===== src/rtl/qsm_pkg.sv =====
package qsm_pkg;

  typedef enum logic [1:0] {
    LANE_X1  = 2'd0,
    LANE_X2  = 2'd1,
    LANE_X4  = 2'd2,
    LANE_RSV = 2'd3
  } lane_mode_e;

  localparam logic [2:0] ADDR_TXD   = 3'd0;
  localparam logic [2:0] ADDR_RXD   = 3'd1;
  localparam logic [2:0] ADDR_CTRL  = 3'd2;
  localparam logic [2:0] ADDR_MODE  = 3'd3;
  localparam logic [2:0] ADDR_FLAGS = 3'd4;
  localparam logic [2:0] ADDR_IEN   = 3'd5;

  localparam int FLG_TXE  = 0;
  localparam int FLG_RXF  = 1;
  localparam int FLG_OVR  = 2;
  localparam int FLG_BUSY = 3;

  function automatic int lane_count(lane_mode_e m);
    case (m)
      LANE_X2: return 2;
      LANE_X4: return 4;
      default: return 1;
    endcase
  endfunction

  function automatic lane_mode_e norm_mode(lane_mode_e m);
    return (m == LANE_RSV) ? LANE_X1 : m;
  endfunction

endpackage


===== src/rtl/qsm_clkgen.sv =====
module qsm_clkgen #(
  parameter int HALF_DIV = 2,
  localparam int CW = (HALF_DIV > 1) ? $clog2(HALF_DIV) : 1
) (
  input  logic clk_i,
  input  logic rst_ni,
  input  logic run_i,
  output logic tick_o
);

  logic [CW-1:0] cnt_q;

  assign tick_o = run_i && (cnt_q == CW'(HALF_DIV - 1));

  always_ff @(posedge clk_i or negedge rst_ni) begin
    if (!rst_ni)                cnt_q <= '0;
    else if (!run_i || tick_o)  cnt_q <= '0;
    else                        cnt_q <= cnt_q + 1'b1;
  end

endmodule


===== src/rtl/qsm_engine.sv =====
module qsm_engine import qsm_pkg::*; #(
  parameter int DATA_W = 16,
  localparam int LEN_W = 4
) (
  input  logic              clk_i,
  input  logic              rst_ni,
  input  logic              tick_i,
  input  logic              tx_pend_i,
  input  logic [DATA_W-1:0] tx_data_i,
  input  lane_mode_e        mode_i,
  input  logic              dir_rx_i,
  input  logic [LEN_W-1:0]  len_i,
  input  logic [3:0]        sd_i,
  output logic              load_ack_o,
  output logic              busy_o,
  output logic              sclk_o,
  output logic              word_done_o,
  output logic              rx_only_o,
  output logic [DATA_W-1:0] rx_word_o,
  output logic [3:0]        sd_o,
  output logic [3:0]        sd_oe_o
);

  logic              busy_q, sclk_q, rx_only_q;
  logic [LEN_W-1:0]  bit_cnt_q, len_q;
  lane_mode_e        mode_q;
  logic [DATA_W-1:0] tx_sr_q, rx_sr_q, tx_next, rx_next;
  logic              last_fall;

  function automatic logic [DATA_W-1:0] align_tx(logic [DATA_W-1:0] d,
                                                 logic [LEN_W-1:0] l,
                                                 lane_mode_e m);
    int nbits;
    nbits = (int'(l) + 1) * lane_count(norm_mode(m));
    if (nbits >= DATA_W) return d;
    return d << (DATA_W - nbits);
  endfunction

  assign last_fall   = busy_q && tick_i && sclk_q && (bit_cnt_q == len_q);
  assign word_done_o = last_fall;
  assign load_ack_o  = tx_pend_i && (!busy_q || last_fall);
  assign busy_o      = busy_q;
  assign sclk_o      = sclk_q;
  assign rx_only_o   = rx_only_q;
  assign rx_word_o   = rx_sr_q;

  always_comb begin
    case (mode_q)
      LANE_X2: begin
        rx_next = {rx_sr_q[DATA_W-3:0], sd_i[1:0]};
        tx_next = {tx_sr_q[DATA_W-3:0], 2'b00};
      end
      LANE_X4: begin
        rx_next = {rx_sr_q[DATA_W-5:0], sd_i};
        tx_next = {tx_sr_q[DATA_W-5:0], 4'b0000};
      end
      default: begin
        rx_next = {rx_sr_q[DATA_W-2:0], sd_i[1]};
        tx_next = {tx_sr_q[DATA_W-2:0], 1'b0};
      end
    endcase
  end

  // Per-lane drive: lane i carries the bit (lanes-1-i) below the MSB.
  for (genvar i = 0; i < 4; i++) begin : g_lane
    always_comb begin
      int lanes;
      lanes = lane_count(mode_q);
      sd_o[i]    = 1'b0;
      sd_oe_o[i] = 1'b0;
      if (i < lanes) begin
        sd_o[i]    = tx_sr_q[DATA_W - lanes + i];
        sd_oe_o[i] = busy_q && !rx_only_q;
      end
    end
  end

  always_ff @(posedge clk_i or negedge rst_ni) begin
    if (!rst_ni) begin
      busy_q    <= 1'b0;
      sclk_q    <= 1'b0;
      rx_only_q <= 1'b0;
      bit_cnt_q <= '0;
      len_q     <= '0;
      mode_q    <= LANE_X1;
      tx_sr_q   <= '0;
      rx_sr_q   <= '0;
    end else if (load_ack_o) begin
      busy_q    <= 1'b1;
      sclk_q    <= 1'b0;
      bit_cnt_q <= '0;
      len_q     <= len_i;
      mode_q    <= norm_mode(mode_i);
      rx_only_q <= dir_rx_i && (norm_mode(mode_i) != LANE_X1);
      tx_sr_q   <= align_tx(tx_data_i, len_i, mode_i);
      rx_sr_q   <= '0;
    end else if (busy_q && tick_i) begin
      if (!sclk_q) begin
        sclk_q  <= 1'b1;
        rx_sr_q <= rx_next;
      end else begin
        sclk_q <= 1'b0;
        if (bit_cnt_q == len_q) begin
          busy_q <= 1'b0;
        end else begin
          bit_cnt_q <= bit_cnt_q + 1'b1;
          tx_sr_q   <= tx_next;
        end
      end
    end
  end

endmodule


===== src/rtl/qsm_regs.sv =====
module qsm_regs import qsm_pkg::*; #(
  parameter int DATA_W = 16,
  localparam int LEN_W = 4
) (
  input  logic              clk_i,
  input  logic              rst_ni,
  input  logic [2:0]        reg_addr_i,
  input  logic              reg_wr_i,
  input  logic              reg_rd_i,
  input  logic [DATA_W-1:0] reg_wdata_i,
  output logic [DATA_W-1:0] reg_rdata_o,
  input  logic              load_ack_i,
  input  logic              word_done_i,
  input  logic [DATA_W-1:0] rx_word_i,
  input  logic              busy_i,
  output logic              tx_pend_o,
  output logic [DATA_W-1:0] tx_data_o,
  output logic              ss_on_o,
  output logic              dir_rx_o,
  output lane_mode_e        mode_o,
  output logic [LEN_W-1:0]  len_o,
  output logic              rx_full_o,
  output logic              ovr_o,
  output logic [2:0]        ien_o,
  output logic              irq_o
);

  logic              tx_pend_q, rx_full_q, ovr_q, ss_on_q, dir_rx_q;
  logic [DATA_W-1:0] tx_data_q, rx_buf_q;
  lane_mode_e        mode_q;
  logic [LEN_W-1:0]  len_q;
  logic [2:0]        ien_q;
  logic              wr_txd, wr_flags, rd_rxd;

  assign wr_txd   = reg_wr_i && (reg_addr_i == ADDR_TXD);
  assign wr_flags = reg_wr_i && (reg_addr_i == ADDR_FLAGS);
  assign rd_rxd   = reg_rd_i && (reg_addr_i == ADDR_RXD);

  always_ff @(posedge clk_i or negedge rst_ni) begin
    if (!rst_ni) begin
      tx_pend_q <= 1'b0;
      tx_data_q <= '0;
      rx_buf_q  <= '0;
      rx_full_q <= 1'b0;
      ovr_q     <= 1'b0;
      ss_on_q   <= 1'b0;
      dir_rx_q  <= 1'b0;
      mode_q    <= LANE_X1;
      len_q     <= '0;
      ien_q     <= '0;
    end else begin
      // a new write wins over the engine taking the old word
      if (wr_txd) begin
        tx_pend_q <= 1'b1;
        tx_data_q <= reg_wdata_i;
      end else if (load_ack_i) begin
        tx_pend_q <= 1'b0;
      end

      if (word_done_i) rx_buf_q <= rx_word_i;

      if (word_done_i)                                rx_full_q <= 1'b1;
      else if (rd_rxd || (wr_flags && reg_wdata_i[FLG_RXF])) rx_full_q <= 1'b0;

      if (word_done_i && rx_full_q)                   ovr_q <= 1'b1;
      else if (wr_flags && reg_wdata_i[FLG_OVR])      ovr_q <= 1'b0;

      if (reg_wr_i && reg_addr_i == ADDR_CTRL) begin
        ss_on_q  <= reg_wdata_i[0];
        dir_rx_q <= reg_wdata_i[1];
      end
      if (reg_wr_i && reg_addr_i == ADDR_MODE) begin
        mode_q <= lane_mode_e'(reg_wdata_i[1:0]);
        len_q  <= reg_wdata_i[7:4];
      end
      if (reg_wr_i && reg_addr_i == ADDR_IEN) ien_q <= reg_wdata_i[2:0];
    end
  end

  always_comb begin
    reg_rdata_o = '0;
    case (reg_addr_i)
      ADDR_TXD:   reg_rdata_o = tx_data_q;
      ADDR_RXD:   reg_rdata_o = rx_buf_q;
      ADDR_CTRL:  reg_rdata_o[1:0] = {dir_rx_q, ss_on_q};
      ADDR_MODE:  begin
        reg_rdata_o[7:4] = len_q;
        reg_rdata_o[1:0] = mode_q;
      end
      ADDR_FLAGS: reg_rdata_o[3:0] = {busy_i, ovr_q, rx_full_q, !tx_pend_q};
      ADDR_IEN:   reg_rdata_o[2:0] = ien_q;
      default:    reg_rdata_o = '0;
    endcase
  end

  assign tx_pend_o = tx_pend_q;
  assign tx_data_o = tx_data_q;
  assign ss_on_o   = ss_on_q;
  assign dir_rx_o  = dir_rx_q;
  assign mode_o    = mode_q;
  assign len_o     = len_q;
  assign rx_full_o = rx_full_q;
  assign ovr_o     = ovr_q;
  assign ien_o     = ien_q;
  assign irq_o     = |(ien_q & {ovr_q, rx_full_q, !tx_pend_q});

endmodule


===== src/rtl/quad_spi_master.sv =====
module quad_spi_master import qsm_pkg::*; #(
  parameter int DATA_W   = 16,
  parameter int HALF_DIV = 2
) (
  input  logic              clk_i,
  input  logic              rst_ni,
  input  logic [2:0]        reg_addr_i,
  input  logic              reg_wr_i,
  input  logic              reg_rd_i,
  input  logic [DATA_W-1:0] reg_wdata_i,
  output logic [DATA_W-1:0] reg_rdata_o,
  output logic              sclk_o,
  output logic              ss_no,
  input  logic [3:0]        sd_i,
  output logic [3:0]        sd_o,
  output logic [3:0]        sd_oe_o,
  output logic              irq_o
);

  logic              tick, busy, load_ack, word_done, rx_only;
  logic              tx_pend, ss_on, dir_rx, rx_full, ovr;
  logic [DATA_W-1:0] tx_data, rx_word;
  logic [3:0]        len;
  logic [2:0]        ien;
  lane_mode_e        mode;

  qsm_regs #(.DATA_W(DATA_W)) u_regs (
    .clk_i, .rst_ni, .reg_addr_i, .reg_wr_i, .reg_rd_i, .reg_wdata_i, .reg_rdata_o,
    .load_ack_i (load_ack),
    .word_done_i(word_done),
    .rx_word_i  (rx_word),
    .busy_i     (busy),
    .tx_pend_o  (tx_pend),
    .tx_data_o  (tx_data),
    .ss_on_o    (ss_on),
    .dir_rx_o   (dir_rx),
    .mode_o     (mode),
    .len_o      (len),
    .rx_full_o  (rx_full),
    .ovr_o      (ovr),
    .ien_o      (ien),
    .irq_o      (irq_o)
  );

  qsm_clkgen #(.HALF_DIV(HALF_DIV)) u_clkgen (
    .clk_i, .rst_ni,
    .run_i (busy),
    .tick_o(tick)
  );

  qsm_engine #(.DATA_W(DATA_W)) u_engine (
    .clk_i, .rst_ni,
    .tick_i     (tick),
    .tx_pend_i  (tx_pend),
    .tx_data_i  (tx_data),
    .mode_i     (mode),
    .dir_rx_i   (dir_rx),
    .len_i      (len),
    .sd_i       (sd_i),
    .load_ack_o (load_ack),
    .busy_o     (busy),
    .sclk_o     (sclk_o),
    .word_done_o(word_done),
    .rx_only_o  (rx_only),
    .rx_word_o  (rx_word),
    .sd_o       (sd_o),
    .sd_oe_o    (sd_oe_o)
  );

  assign ss_no = !ss_on;

endmodule


===== config.mk =====
export PLATFORM = sky130hd
export DESIGN_NAME = quad_spi_master
export DESIGN_NICKNAME = d
export VERILOG_FILES = /design/src/rtl/qsm_pkg.sv /design/src/rtl/qsm_clkgen.sv /design/src/rtl/qsm_engine.sv /design/src/rtl/qsm_regs.sv /design/src/rtl/quad_spi_master.sv
export SDC_FILE = /design/constraint.sdc
export NUM_CORES = 1
export LEC_CHECK = 0
export BUFFER_PORTS_ARGS = -buffer_cell sky130_fd_sc_hd__buf_2
export CAP_MARGIN = 25
export CORE_MARGIN = 5
export CORE_UTILIZATION = 51
export CTS_CLUSTER_DIAMETER = 80
export CTS_CLUSTER_SIZE = 14
export DETAILED_ROUTE_END_ITERATION = 16
export MAX_ROUTING_LAYER = met4
export PLACE_DENSITY = 0.7
export SLEW_MARGIN = 20
export SYNTH_ARGS = -nofsm -noshare
export SYNTH_HDL_FRONTEND = slang
export SYNTH_HIERARCHICAL = 1
export SYNTH_SLANG_ARGS = --single-unit

===== constraint.sdc =====
create_clock -name clk_i -period 7.35 [get_ports clk_i]
set_input_delay 1.1025 -clock clk_i [delete_from_list [all_inputs] [get_ports clk_i]]
set_output_delay 1.1025 -clock clk_i [all_outputs]
set_load 0.01 [all_outputs]

==> impl_metrics.tcl, run 1 <==
set metrics [dict create \
    cts_resized 0 \
    hold_depth 2 \
    async_flop_share_pct 100.0 \
    n_fill_cell 1113 \
    whs_ps 494.3 \
    die_h_um 123.6 \
    numClockSinks 92 \
    grt-ovfl-total 0 \
    routed-via-count 5432 \
    wl_per_cell_um 19.38 \
    yosysMostFrequentCell "dfrtp_1" \
    worst_pin_slew_ps 773.8 \
    postSynthCellCount 678 \
    antenna_found_initial 0 \
    start_util_pct 52.12 \
    die_w_um 123.6 \
    num_rows 41 \
    start_kind "register" \
    yosysWarningCount 6 \
    synthTopCellsByArea "dfrtp_1 35%, mux2_2 6.2%, ha_1 5.5%" \
    setup_viol 0 \
    top_usage_layer "met2" \
    syn_avg_cell_area_um2 9.701 \
    tritoncts "done" \
    status "finished clean" \
    grt_pass1_wl_um 28340 \
    seqCellArea_um2 2302 \
    hold_path.class "reg -> reg" \
    grt_pass1_vias 5407 \
    synth_seq_area_share_pct 35.00 \
    slowest_delay_ps 530 \
    synthFlopType "dfrtp_1" \
    cp_slowest_cell "fa_1" \
    use_met2_pct 37.89 \
    grt_max_degree 60 \
    post_cts_buffers 0 \
    dp_hpwl_um 12360 \
    grtUsageMet1_pct 33.24 \
    arrival_ps 5290 \
    wirelength_um 17090 \
    synth-edff-count 0 \
    drive_gt1_share_pct 21.13 \
    numCtsBuffers 9 \
    cp-end-kind "register" \
    final_nets 765 \
    cap_violations 0 \
    core_area_um2 12620 \
    synth_cell_type_count 72 \
    clockBufferDepth 2 \
    insertion_delay_ps 350 \
    multi_input_area_um2 4003 \
    drt_first_pass_iters 5 \
    cp_max_fo 9 \
    met3_usage_pct 3.294 \
    reg2reg_depth 20 \
    p_leak_nw 3.285 \
    grtUsageTotal_pct 24.65 \
    syn_nets 738 \
    antenna_cells 0 \
    skew_ps 7.854 \
    hold_path_end "u_engine/rx_only_o$_DFFE_PN0P_" \
    slew_viol_final 0 \
    vias_per_cell 6.159 \
    drtIter0Drc 471 \
    reg2reg_to "u_engine/tx_sr_q[1]$_DFFE_PN0P_" \
    netlist_top_cells_count "92 x dfrtp_1, 75 x nand2_1, 55 x nor2_1" \
    synth_top_cell_by_area "dfrtp_1" \
    cts-htree-levels 3 \
    synth-seq-cells 92 \
    timing.reg2reg.setup_slack_ps 2330 \
    min_period_over_period_pct 68.24 \
    hold_start "u_engine/rx_only_o$_DFFE_PN0P_" \
    synth_top_area_share_pct 35.00 \
    max-vdd-ir-drop_uv 193.4 \
    syn_area_um2 6578 \
    dieArea_um2 15270 \
    syn_to_final_growth_pct 10.01 \
    cp.required_ps 7620 \
    ant_nets 0 \
    path_cells "ha_1, and3_1, and2_1, ha_1, ha_1, fa_1, ha_1, a21o_1, a21oi_1, xor2_1, o2bb2ai_1, nand2_1, a21oi_1, ha_1, nand2b_1, a31oi_1, o2111ai_1, nor3_2, a221oi_1, a31oi_1" \
    period_needed_ps 5016 \
    drc 0 \
    criticalPathCategory "reg -> reg" \
    rsz0062_at_grt "no" \
    ios 54 \
    power.density_nw_per_um2 458.7 \
    port_buffers 53 \
    rr_startpoint "u_regs/len_o[0]$_DFFE_PN0P_" \
    fin_setup_tns_ps 0 \
    cts-root-buf "clkbuf_16" \
    clkSlewWorstSetupHoldPaths_ps 70 \
    crit_top_cell "ha_1" \
    relSlewSlack_pct 48.41 \
    fmax_mhz 199.4 \
    place_congestion 0.9090 \
    hold_buffers 0 \
    finalHoldViolCount 0 \
]
## critical path: cells and delay by family, from the launching register on
family / cells / cell delay, ps
DFF: 1 / 480
adders and majority gates: 6 / 1930
and+or+nand+nor: 5 / 930
xor gates and xnor gates: 1 / 210
AOI/OAI and AO/OA: 8 / 1410
## state kept, by name, summed over array words and instances (netlist names)
signal              count
u_engine/bit_cnt_q      4
u_regs/ovr_o            1
u_regs/mode_o           2
u_regs/tx_data_o       16
u_regs/dir_rx_o         1
u_engine/tx_sr_q       16
u_regs/ss_on_o          1
u_regs/rx_buf_q        16
u_regs/ien_o            3
u_clkgen/cnt_q          1
u_regs/tx_pend_o        1
u_regs/len_o            4
u_regs/rx_full_o        1
u_engine/busy_o         1
u_engine/rx_word_o     16
u_engine/rx_only_o      1
u_engine/mode_q         2
u_engine/len_q          4
u_engine/sclk_o         1
## placed cells by master (no fill, tap or decap), types with 3 or more instances in the layout
cell type	synthesis	final
nand3_1	16	16
inv_6	0	3
buf_4	5	8
nand4_1	5	5
a21oi_1	34	34
a22oi_1	28	28
ha_1	29	28
inv_1	11	11
buf_2	14	52
nor2b_1	18	17
nor3_1	4	4
a211oi_1	5	5
mux4_2	16	16
xor2_1	12	12
a221oi_1	9	9
o22ai_1	18	18
o31ai_1	3	3
nand3b_1	3	3
and3_1	6	6
mux2_2	36	36
xnor2_1	3	3
nor2_1	55	55
mux2_1	10	10
o211ai_1	4	4
clkbuf_16	0	9
and2_1	12	12
mux2i_1	32	32
o21a_1	7	7
o21ai_0	26	26
nand2b_1	5	5
nand2_1	75	75
a31oi_1	11	11
fa_1	4	4
dfrtp_1	92	92
## worst max-delay path by stage
stage	endpoint	startpoint	cells past startpoint
after floorplan	u_engine/tx_sr_q[1]$_DFFE_PN0P_	u_regs/len_o[0]$_DFFE_PN0P_	20
after global placement	u_engine/tx_sr_q[1]$_DFFE_PN0P_	u_regs/len_o[0]$_DFFE_PN0P_	20
after detailed placement	u_engine/tx_sr_q[1]$_DFFE_PN0P_	u_regs/len_o[0]$_DFFE_PN0P_	20
after CTS	u_engine/tx_sr_q[1]$_DFFE_PN0P_	u_regs/len_o[0]$_DFFE_PN0P_	20
after global routing	u_engine/tx_sr_q[1]$_DFFE_PN0P_	u_regs/len_o[0]$_DFFE_PN0P_	20
final	u_engine/tx_sr_q[1]$_DFFE_PN0P_	u_regs/len_o[0]$_DFFE_PN0P_	20
## power breakdown
part / internal (mW) / switching (mW) / total, mW / leakage (nW)
Combinational: 0.791 / 1.14 / 1.93 / 1.96
Clock: 0.280 / 0.212 / 0.491 / 0.156
Sequential: 0.673 / 0.224 / 0.898 / 1.17
## cell type report
type                       instances  share of cell area [%]
multi-input combinational        526                   55.32
inverter                          14                  0.7954
sequential                        92                   31.82
clock buffer                      10                   3.303
timing repair buffer              62                   4.738
tap                              172                   2.974
clock inverter                     6                   1.055
## metal layers
metal | up-vias | routed length, µm
li1 | 2545 | -
met5 | - | 0
met4 | 0 | 446
met2 | 198 | 8121
met3 | 36 | 790
met1 | 2653 | 7736
## metrics by stage
stage | cell area (µm²) | setup WS, ps | utilization, % | std cells | power (mW)
3_3_place_gp | 6898 | 2578 | 54.66 | 864 | 2.744
6_report | 7236 | 2334 | 57.34 | 882 | 3.319
5_1_grt | 7236 | 2074 | 57.34 | 882 | 3.575
4_1_cts | 7213 | 2342 | 57.16 | 880 | 3.288
2_1_floorplan | 6578 | 2868 | - | 678 | 2.328
3_5_place_dp | 6898 | 2381 | 54.66 | 864 | 2.783
## cell families after synthesis
family	Yosys count	share of synthesized area, %
buf+inv	60	4.394
simple gates	219	16.80
compound gates	165	16.85
flops	92	35.00
xor+xnor	15	1.997
fa+ha+maj	33	6.734
mux	94	18.22
No activity file was read; power rests on OpenSTA's default activity.
==> run 2, diff against run 1 <==
clock period = 4.9 ns   (was 7.35 ns; I/O delays follow)
==> impl_metrics.tcl, run 2 (synthesis gave the netlist of run 1 again) <==
set metrics [dict create \
    wirelength_um 16870 \
    ant_nets 0 \
    drive_gt1_share_pct 22.58 \
    timing.reg2reg.setup_slack_ps 200 \
    clkSlewWorstSetupHoldPaths_ps 70 \
    fin_setup_tns_ps 0 \
    cp-end-kind "register" \
    period_needed_ps 4700 \
    antenna_found_initial 0 \
    power.density_nw_per_um2 687.7 \
    min_period_over_period_pct 95.92 \
    grt_max_degree 50 \
    status "finished clean" \
    drt_first_pass_iters 5 \
    fmax_mhz 212.8 \
    port_buffers 53 \
    crit_top_cell "ha_1" \
    multi_input_area_um2 4079 \
    finalHoldViolCount 0 \
    layout_common_cells "91 x dfrtp_1, 75 x nand2_1, 55 x nor2_1" \
    grtUsageTotal_pct 24.08 \
    start_kind "register" \
    num_rows 41 \
    clockBufferDepth 2 \
    rsz0062_at_grt "no" \
    arrival_ps 4970 \
    cp.required_ps 5170 \
    grt_pass1_wl_um 27980 \
    total_power_mw 5.030 \
    place_area_um2 6913 \
    cap_violations 0 \
    vias_per_cell 6.171 \
    cts-root-buf "clkbuf_16" \
    seqCellArea_um2 2303 \
    worst_pin_slew_ps 893.1 \
    setup_ws_ps 199.7 \
    top_usage_layer "met2" \
    n_fill_cell 1120 \
    fin_area_um2 7315 \
    preCtsSetupSlack_ps 81.31 \
    final_nets 768 \
    whs_ps 385.1 \
    reg2reg_to "u_engine/tx_sr_q[1]$_DFFE_PN0P_" \
    setup_viol 0 \
    path_cells "ha_1, and3_1, and2_1, ha_1, ha_1, fa_1, ha_1, a21o_1, a21oi_2, xor2_1, o2bb2ai_1, nand2_1, a21oi_1, ha_1, nand2b_4, a31oi_4, o2111ai_4, nor3_4, a221oi_1, a31oi_1" \
    use_met2_pct 38.16 \
    max-vdd-ir-drop_uv 357.8 \
    numClockSinks 92 \
    ios 54 \
    wl_per_cell_um 19.06 \
    dieArea_um2 15270 \
    grtUsageMet1_pct 32.44 \
    cp_slowest_cell "fa_1" \
    cts-htree-levels 3 \
    grt-ovfl-total 0 \
    utilization_pct 57.96 \
    criticalPathCategory "reg -> reg" \
    slowest_delay_ps 490 \
    tritoncts "done" \
    relSlewSlack_pct 39.62 \
    place_congestion 0.9580 \
    final_cell_count_no_fill 885 \
    slew_viol_final 0 \
    dp_hpwl_um 12110 \
    hold_path.class "in -> async" \
    antenna_cells 0 \
    insertion_delay_ps 350 \
    met3_usage_pct 3.339 \
    start_util_pct 52.12 \
    cp_max_fo 4 \
    numCtsBuffers 9 \
    routed-via-count 5461 \
    reg2reg_depth 20 \
    final_common_cell "dfrtp_1" \
    skew_ps 5.512 \
    die_w_um 123.6 \
    rr_startpoint "u_regs/len_o[1]$_DFFE_PN0P_" \
    p_leak_nw 3.297 \
    drc 0 \
    core_area_um2 12620 \
    syn_to_final_growth_pct 11.20 \
    drtIter0Drc 411 \
    grt_pass1_vias 5375 \
    die_h_um 123.6 \
    dp_cells 866 \
]
[run 2: area by class of cell]
type	instances	share of cell area (%)
clock inverters	4	0.4276
well taps	172	2.942
repair buffers	65	4.944
clock buffers	12	3.644
inverters	14	0.7869
flip-flops and latches	92	31.49
multi-input cells	526	55.76
[run 2: how the worst max path moves through the flow]
stage | endpoint | slack, ps | from
after floorplan | u_engine/tx_sr_q[1]$_DFFE_PN0P_ | 420 | u_regs/len_o[0]$_DFFE_PN0P_
after global placement | u_engine/tx_sr_q[1]$_DFFE_PN0P_ | 190 | u_regs/mode_o[0]$_DFFE_PN0P_
after detailed placement | u_engine/tx_sr_q[1]$_DFFE_PN0P_ | 80 | u_regs/mode_o[0]$_DFFE_PN0P_
after CTS | u_engine/tx_sr_q[1]$_DFFE_PN0P_ | 10 | u_regs/mode_o[0]$_DFFE_PN0P_
after global routing | u_engine/tx_sr_q[1]$_DFFE_PN0P_ | 2 | u_regs/len_o[1]$_DFFE_PN0P_
final | u_engine/tx_sr_q[1]$_DFFE_PN0P_ | 200 | u_regs/len_o[1]$_DFFE_PN0P_
[run 2: repair_timing]
item                                    in CTS  in global routing
endpoints found under the setup margin       0                 15
hold buffers                                 0                  0
setup buffers                                0                  2
resized for setup                            0                 12
[run 2: layer usage]
metal / share of wire, % / wire [µm] / up-vias
li1: - / - / 2555
met1: 44 / 7506 / 2659
met2: 48 / 8103 / 222
met3: 5.6 / 947 / 25
met4: 1.8 / 310 / 0
met5: 0 / 0 / -
[run 2: critical path: cells and delay by family, from the launching register on]
family	cells	cell delay, ps
xor+xnor	1	190
fa+ha+maj	6	1840
simple gates	5	900
compound gates	8	1270
flops	1	410
[run 2: power by group]
part           switching [mW]  internal, mW  total, mW  leakage [nW]
clock network           0.302         0.387      0.689         0.137
registers               0.327          1.01       1.34          1.17
logic                    1.76          1.24       3.00          1.99
total                    2.39          2.64       5.03          3.30
==> run 3, diff against run 2 <==
CORE_MARGIN = 1.5   (was 5)
==> impl_metrics.tcl, run 3 (synthesis gave the netlist of run 1 again) <==
set metrics [dict create \
    status "finished clean" \
    start_kind "register" \
    fin_area_um2 7362 \
    cts-htree-levels 3 \
    slew_viol_final 0 \
    port_buffers 53 \
    cp_slowest_cell "fa_1" \
    worst_pin_slew_ps 990.1 \
    whs_ps 400.5 \
    layout_common_cells "90 x dfrtp_1, 75 x nand2_1, 54 x nor2_1" \
    power.density_nw_per_um2 696.6 \
    tritoncts "done" \
    routed-via-count 5477 \
    hold_buffers 0 \
    hold_path.class "in -> async" \
    die_w_um 116.6 \
    cap_violations 0 \
    cp-end-kind "register" \
    period_needed_ps 4714 \
    grtUsageTotal_pct 27.03 \
    antenna_found_initial 0 \
    rsz0062_at_grt "no" \
    grt-ovfl-total 0 \
    syn_to_final_growth_pct 11.93 \
    criticalPathCategory "reg -> reg" \
    core_area_um2 12620 \
    slowest_delay_ps 510 \
    clockBufferDepth 2 \
    path_cells "ha_2, and3_1, and2_1, ha_1, ha_1, fa_1, ha_1, a21o_1, a21oi_2, xor2_1, o2bb2ai_1, nand2_1, a21oi_2, ha_1, nand2b_4, a31oi_4, o2111ai_4, nor3_4, a221oi_2, a31oi_1" \
    drc 0 \
    setup_viol 0 \
    wirelength_um 16960 \
    final_common_cell "dfrtp_1" \
    cts-root-buf "clkbuf_16" \
    drtIter0Drc 460 \
    clkSlewWorstSetupHoldPaths_ps 70 \
    ios 54 \
    numClockSinks 92 \
    arrival_ps 4990 \
    drt_first_pass_iters 5 \
    dieArea_um2 13590 \
    cp_max_fo 4 \
    place_congestion 0.9793 \
    p_leak_nw 3.320 \
    insertion_delay_ps 350 \
    place_area_um2 6913 \
    ant_nets 0 \
    finalHoldViolCount 0 \
    relSlewSlack_pct 33.06 \
    skew_ps 7.962 \
    grt_max_degree 49 \
    grt_pass1_vias 5068 \
    die_h_um 116.6 \
    numCtsBuffers 9 \
    vias_per_cell 6.196 \
    grt_pass1_wl_um 27170 \
    crit_top_cell "ha_1" \
    antenna_cells 0 \
    drive_gt1_share_pct 23.46 \
    max-vdd-ir-drop_uv 399.3 \
    min_period_over_period_pct 96.21 \
    final_nets 768 \
    cp.required_ps 5170 \
    dp_hpwl_um 12280 \
    num_rows 41 \
    fmax_mhz 212.1 \
    start_util_pct 52.12 \
    wl_per_cell_um 19.19 \
]
-- run 3: final cells by class --
| class | count | area (µm²) |
|---|---|---|
| Clock buffer | 11 | 232.7 |
| Clock inverter | 4 | 75.07 |
| Fill cell | 1096 | 5258 |
| Inverter | 14 | 57.56 |
| Multi-Input combinational cell | 526 | 4115 |
| Sequential cell | 92 | 2305 |
| Tap cell | 172 | 215.2 |
| Timing Repair Buffer | 65 | 361.6 |
-- run 3: per-layer routing --
metal	vias up	wire length (µm)	track usage (%)
met3	36	995	3.736
li1	2545	-	-
met4	0	361	9.157
met2	222	8042	43.02
met1	2674	7564	35.84
met5	-	0	-
-- run 3: path summary, 6_finish.rpt --
| path | slack, ps | cells after the start | to | start |
|---|---|---|---|---|
| worst max-delay path | 190 | 20 | u_engine/tx_sr_q[1]$_DFFE_PN0P_ | u_regs/len_o[0]$_DFFE_PN0P_ |
| worst min register to register | 470 | 2 | u_engine/rx_only_o$_DFFE_PN0P_ | u_engine/rx_only_o$_DFFE_PN0P_ |
| min in group clk_i | 470 | 2 | u_engine/rx_only_o$_DFFE_PN0P_ | u_engine/rx_only_o$_DFFE_PN0P_ |
| worst min-delay path | 400 | 1 | u_regs/len_o[2]$_DFFE_PN0P_ | rst_ni |
| worst max register to register | 190 | 20 | u_engine/tx_sr_q[1]$_DFFE_PN0P_ | u_regs/len_o[0]$_DFFE_PN0P_ |
| max in group asynchronous | 3500 | 2 | u_engine/rx_word_o[4]$_DFFE_PN0P_ | rst_ni |
-- run 3: timing repair --
item / CTS / global route
setup endpoints to repair: 6 / 14
buffers inserted: 1 / 1
gates resized for setup: 4 / 18
cloned: 0 / 0
pin swaps: 2 / 5
-- run 3: report_power, final --
part | switching, mW | internal, mW | total (mW)
clock network | 0.291 | 0.444 | 0.735
logic | 1.80 | 1.25 | 3.05
registers | 0.330 | 1.01 | 1.34
-- run 3: per-stage QoR --
stage	total power, mW	utilization [%]	TNS (ps)	instances	setup WS, ps
final	5.128	58.34	0	884	185.7
after floorplan	3.492	-	0	678	418.0
after global routing	5.461	58.34	0	884	6.432
after global placement	4.148	54.78	0	866	226.8
after detailed placement	4.177	54.78	-68.69	866	-35.67
after CTS	4.952	57.47	0	882	17.78
-- run 3: worst max-delay path, delay by kind of cell (launching register included) --
kind,cells,cell delay [ps]
simple gates,5,940
fa+ha+maj,6,1840
xor+xnor,1,200
compound gates,8,1250
flops,1,400
